## src/rtl/wp_pkg.sv

```systemverilog
// Package: shared types and constants for the write protection unit.
// Assumes an 8-bit status byte with a two-bit protect code at bits 3:2.
package wp_pkg;
    typedef enum logic [1:0] {
        PROT_NONE    = 2'b00,
        PROT_QUARTER = 2'b01,
        PROT_HALF    = 2'b10,
        PROT_ALL     = 2'b11
    } prot_code_t;

    localparam int STAT_BP_HI = 3;
    localparam int STAT_BP_LO = 2;
endpackage

```

## src/rtl/wp_enable_latch.sv

```systemverilog
// Module: write-enable latch. Set by the enable command. Cleared by disable,
// by any status write and by the end of a write frame. Clearing wins.
// Assumes strobes are single-cycle pulses from the command decoder.
module wp_enable_latch (
    input  logic clk,
    input  logic rst_n,
    input  logic set_i,
    input  logic clr_dis_i,
    input  logic clr_wrsr_i,
    input  logic clr_done_i,
    output logic wel_o
);
    logic clr_any;

    // Collect every clearing cause.
    always_comb clr_any = clr_dis_i | clr_wrsr_i | clr_done_i;

    // Latch update with clear priority over set.
    always_ff @(posedge clk) begin
        if (!rst_n)       wel_o <= 1'b0;
        else if (clr_any) wel_o <= 1'b0;
        else if (set_i)   wel_o <= 1'b1;
    end

    a_r3_enable_sets: assert property (@(posedge clk) disable iff (!rst_n)
        set_i && !clr_dis_i && !clr_wrsr_i && !clr_done_i |=> wel_o);
    a_r4_disable_clears: assert property (@(posedge clk) disable iff (!rst_n)
        clr_dis_i |=> !wel_o);
    a_r8_done_clears: assert property (@(posedge clk) disable iff (!rst_n)
        clr_done_i |=> !wel_o);
    a_r12_clear_wins: assert property (@(posedge clk) disable iff (!rst_n)
        set_i && clr_wrsr_i |=> !wel_o);
endmodule

```

## src/rtl/wp_bp_store.sv

```systemverilog
// Module: protect-code store modelling retained bits. Loads a preset at reset
// and takes a new code only on a status write while the latch is set.
module wp_bp_store
    import wp_pkg::*;
#(
    parameter logic [1:0] BP_INIT = 2'b00
) (
    input  logic       clk,
    input  logic       rst_n,
    input  logic       wrsr_i,
    input  logic       wel_i,
    input  logic [1:0] code_i,
    output prot_code_t code_o
);
    // Guarded load of the protect code.
    always_ff @(posedge clk) begin
        if (!rst_n)              code_o <= prot_code_t'(BP_INIT);
        else if (wrsr_i && wel_i) code_o <= prot_code_t'(code_i);
    end

    a_r7_locked_when_disabled: assert property (@(posedge clk) disable iff (!rst_n)
        wrsr_i && !wel_i |=> $stable(code_o));
    a_r6_load_when_enabled: assert property (@(posedge clk) disable iff (!rst_n)
        wrsr_i && wel_i |=> code_o == $past(code_i));
endmodule

```

## src/rtl/wp_range_check.sv

```systemverilog
// Module: decides whether an address falls in the protected region, using
// only the top address bits. Assumes ADDR_W >= 2.
module wp_range_check
    import wp_pkg::*;
#(
    parameter int ADDR_W = 15
) (
    input  prot_code_t        code_i,
    input  logic [ADDR_W-1:0] addr_i,
    output logic              prot_o
);
    localparam int TOP = ADDR_W - 1;
    localparam int NXT = ADDR_W - 2;

    // Region decode per protect code.
    always_comb begin
        unique case (code_i)
            PROT_NONE:    prot_o = 1'b0;
            PROT_QUARTER: prot_o = addr_i[TOP] & addr_i[NXT];
            PROT_HALF:    prot_o = addr_i[TOP];
            default:      prot_o = 1'b1;
        endcase
    end

    always_comb begin
        a_r10_top_protected: assert (!(code_i == PROT_HALF && addr_i[TOP]) || prot_o);
        a_r10_none_free: assert (code_i != PROT_NONE || !prot_o);
    end
endmodule

```

## src/rtl/wp_status_unit.sv

```systemverilog
// Module: top of the write protection unit. Holds the latch and protect
// code, formats the status byte and qualifies each write address.
// Assumes the command decoder supplies single-cycle, already-decoded strobes.
module wp_status_unit
    import wp_pkg::*;
#(
    parameter int         ADDR_W  = 15,
    parameter logic [1:0] BP_INIT = 2'b00
) (
    input  logic              clk,
    input  logic              rst_n,
    input  logic              cmd_wren,
    input  logic              cmd_wrdi,
    input  logic              cmd_wrsr,
    input  logic [7:0]        wrsr_data,
    input  logic              write_done,
    input  logic [ADDR_W-1:0] wr_addr,
    output logic [7:0]        status_byte,
    output logic              write_allow
);
    logic       wel;
    prot_code_t code;
    logic       prot;
    logic       unused_wrsr_bits;

    // Data bits outside the protect field are deliberately ignored.
    always_comb unused_wrsr_bits = ^{wrsr_data[7:4], wrsr_data[1:0]};

    wp_enable_latch u_latch (
        .clk        (clk),
        .rst_n      (rst_n),
        .set_i      (cmd_wren),
        .clr_dis_i  (cmd_wrdi),
        .clr_wrsr_i (cmd_wrsr),
        .clr_done_i (write_done),
        .wel_o      (wel)
    );

    wp_bp_store #(.BP_INIT(BP_INIT)) u_store (
        .clk    (clk),
        .rst_n  (rst_n),
        .wrsr_i (cmd_wrsr),
        .wel_i  (wel),
        .code_i (wrsr_data[STAT_BP_HI:STAT_BP_LO]),
        .code_o (code)
    );

    wp_range_check #(.ADDR_W(ADDR_W)) u_range (
        .code_i (code),
        .addr_i (wr_addr),
        .prot_o (prot)
    );

    // Status byte layout with constant bits around the live fields.
    always_comb status_byte = {1'b0, 1'b1, 2'b00, code, wel, 1'b0};

    // Final write qualification.
    always_comb write_allow = wel & ~prot;

    a_r11_no_write_without_latch: assert property (@(posedge clk) disable iff (!rst_n)
        !wel |-> !write_allow);
    a_r10_all_protected: assert property (@(posedge clk) disable iff (!rst_n)
        code == PROT_ALL |-> !write_allow);
    a_r5_data_bit_ignored: assert property (@(posedge clk) disable iff (!rst_n)
        cmd_wrsr && wrsr_data[1] |=> !status_byte[1]);
endmodule

```

## config.mk

```make
export PLATFORM = sky130hd
export DESIGN_NAME = wp_status_unit
export DESIGN_NICKNAME = d
export VERILOG_FILES = /design/src/rtl/wp_pkg.sv /design/src/rtl/wp_enable_latch.sv /design/src/rtl/wp_bp_store.sv /design/src/rtl/wp_range_check.sv /design/src/rtl/wp_status_unit.sv
export SDC_FILE = /design/constraint.sdc
export NUM_CORES = 1
export LEC_CHECK = 0
export ABC_CLOCK_PERIOD_IN_PS = 800
export BUFFER_PORTS_ARGS = -buffer_cell sky130_fd_sc_hd__buf_2
export CORE_AREA = 2 2 39 41
export DETAILED_ROUTE_END_ITERATION = 7
export DIE_AREA = 0 0 41 43
export GPL_TIMING_DRIVEN = 0
export PLACE_DENSITY = 0.57
export SLEW_MARGIN = 20
export SYNTH_ARGS = -nofsm -noshare
export SYNTH_HDL_FRONTEND = slang
export SYNTH_SLANG_ARGS = --single-unit
```

## constraint.sdc

```tcl
create_clock -name clk -period 0.8 [get_ports clk]
set_input_delay 0.08 -clock clk [delete_from_list [all_inputs] [get_ports clk]]
set_output_delay 0.08 -clock clk [all_outputs]
set_load 0.005 [all_outputs]
```

==> results by group <==
Finish
  – Final non-filler cell area: 384 µm²
  – Sequential cell area: 65.1 µm²
  – # fillers: 164
  – Multi-input gate area: 116 µm²
  – # diodes: 0
  – Synthesis-to-layout area growth: 91.9%
  – Layout cell share with drive strength beyond 1: 68.9%
  – Nets: 75

Critical path
  – WP data required: 720 ps
  – Critical Path Fanout Max: 3
  – Arrival @ worst endpoint: 1050 ps
  – Startpoint Class: flop
  – Kind of critical path: flop to primary output
  – Worst setup EP type: primary output

Place
  – Cell Area, Placed: 303 µm²
  – DP Worst Slack: -101 ps
  – Routability Congestion: 0.627
  – Buffers on Ports: 13

Logic synthesis
  – Register area share after synthesis: 30.0%
  – Synthesized instance count: 22
  – Register bit count reported by yosys: 3
  – Mean post-synth cell area: 9.10 µm²
  – Synth top area cells: dfxtp_1 30%, buf_4 22%, o21a_1 11%
  – Synth area leader: dfxtp_1
  – Netlist cell types: 10
  – Top cell type's share of synthesized area: 30.0%
  – Mapped cell area: 200 µm²
  – Synth warn: 0

GRT
  – GR peak layer: met2
  – Number of global-route vias before repair: 193
  – Routing usage on met3: 6.28%
  – GRT Overall Usage: 6.03%
  – Grt ovf: 0
  – M1 GR Usage: 5.81%
  – First-pass GRT wire length: 676 µm
  – Largest net degree at the start of global routing: 6
  – Initial antenna violation count: 0
  – Grt met2 use: 8.44%

CTS
  – Clock Tree Buf Depth: 2
  – CTS Hold Bufs: 0
  – Root buf cell: clkbuf_4
  – Num CTS Buffers: 3
  – CTS tree: built
  – Sink Count: 3
  – Clock latency on the worst-skew pair: 230 ps
  – Htree depth: 1
  – Worst-path clk slew: 40 ps

Timing
  – Setup TNS: -603 ps
  – Unrepaired setup endpoints after global routing: yes
  – Fmax: 0.888 GHz
  – Min cycle time layout: 1130 ps
  – Final Hold Vio Count: 0
  – Final WS setup: -326 ps
  – Setup violators final: 5
  – Final Slew Violations: 0
  – Final worst path period share: 141%
  – Fin Clk Skew: 0.731 ps

Route
  – DR vias/cell: 3.49
  – DRC Markers: 0
  – DRT iter0 DRCs: 3
  – Vias: 213
  – Routed WL: 446 µm
  – Drt wl/cell: 7.31 µm
  – DRT Pass-1 Iters: 2
  – Antenna Nets Post-Route: 0

Pwr
  – P_sw: 0.112 mW
  – Logic pwr share: 14.3%
  – Sw frac: 22.7%
  – Clock network fraction of design power: 55.0%
  – Cell Pwr Density: 1290 mW/mm²
  – Internal: 0.382 mW
  – Reg power frac: 30.6%
  – Overall power: 0.494 mW
  – Pleak: 0.203 nW
  – Worst VDD drop: 0.000708 V

Floorplanning
  – Boundary pin count: 38
  – Core Area: 0.00138 mm²
  – FP Rows: 14
  – Die area: 0.00176 mm²
  – Starting Density: 14.5%
  – Die Wd: 41 µm
  – Height of the die: 43 µm

Flow run
  – Max Cap Viol: 0

Worst hold path
  – Worst min path class: input port to flop

Status
  – Failing checks: negative setup slack
  – Status: finished with violations
logic make-up (layout without fill, tap and decap cells):
logic type | count (synthesis) | in the layout | synth area share (%)
AO/OA/AOI/OAI | 7 | 7 | 26.9
buffers and inverters | 7 | 27 | 24.4
flip-flops | 3 | 3 | 30.0
other | 2 | 5 | 3.75
AND/OR/NAND/NOR | 3 | 3 | 15.0
power by group through the flow:
stage,Combinational (mW),Sequential [mW],Clock (mW)
floorplan,0.0334,0.156,0
global placement,0.0630,0.157,0
detailed placement,0.0631,0.157,0
CTS,0.0696,0.151,0.277
global route,0.0804,0.151,0.296
finish,0.0708,0.151,0.272
Yosys cell counts:
library cell and number:
buf_4 6, a21o_1 1, a21boi_0 2, o21a_1 3, and3_2 2, nor4b_2 1
dfxtp_1 3, conb_1 2, inv_1 1, a221oi_1 1
path summary, 6_finish.rpt:
check | from | endpoint | slack (ps) | depth (start not counted)
setup / recovery | u_store.code_o[1] | write_allow | -330 | 3
setup reg to reg | u_latch.wel_o | u_store.code_o[0] | -70 | 3
hold reg to reg | u_latch.wel_o | u_latch.wel_o | 600 | 2
hold / removal | cmd_wren | u_latch.wel_o | 50 | 2
repair_timing:
item                                    4_1_cts  5_1_grt
gates resized for setup                       8        3
endpoints found under the setup margin        6        6
endpoints found under the hold margin         0        0
pin swaps                                     4        1
gates cloned                                  0        0
setup buffers                                 2        3
sequential cells by signal (all words and copies together) (netlist names):
name and cells:
u_latch.wel_o 1, u_store.code_o 2
per-layer routing:
metal	vias up	routed length, µm
met4	0	0
met3	0	57
met2	13	203
met5	-	0
li1	112	-
met1	88	184
placed cells by master, fill, tap and decap left out, drive strengths merged:
master,count
inv,1
and3,2
conb,5
clkbuf,4
dfxtp,3
nor4b,1
a221oi,1
a21o,1
o21a,3
buf,22
a21boi,2
metrics by stage:
stage / utilization, % / hold WS [ps] / instances
after floorplan: - / 190 / 25
after global placement: 21.9 / 286 / 54
after detailed placement: 21.9 / 288 / 54
after CTS: 26.8 / 45.0 / 60
after global routing: 27.8 / 44.8 / 61
final: 27.8 / 50.1 / 61
worst max-delay path, stage by stage, from the launching register on:
cell	delay, ps
dfxtp_2	320
a21o_1	160
a221oi_2	190
buf_2	140
final cells by class:
class,instances,area share [%]
Sequential cell,3,16.9
Timing Repair Buffer,17,30.0
Multi-Input combinational cell,15,30.3
Clock buffer,4,6.84
Buffer,5,9.77
Inverter,1,0.977
Tap cell,16,5.21
(Power assumes the default switching activity.)
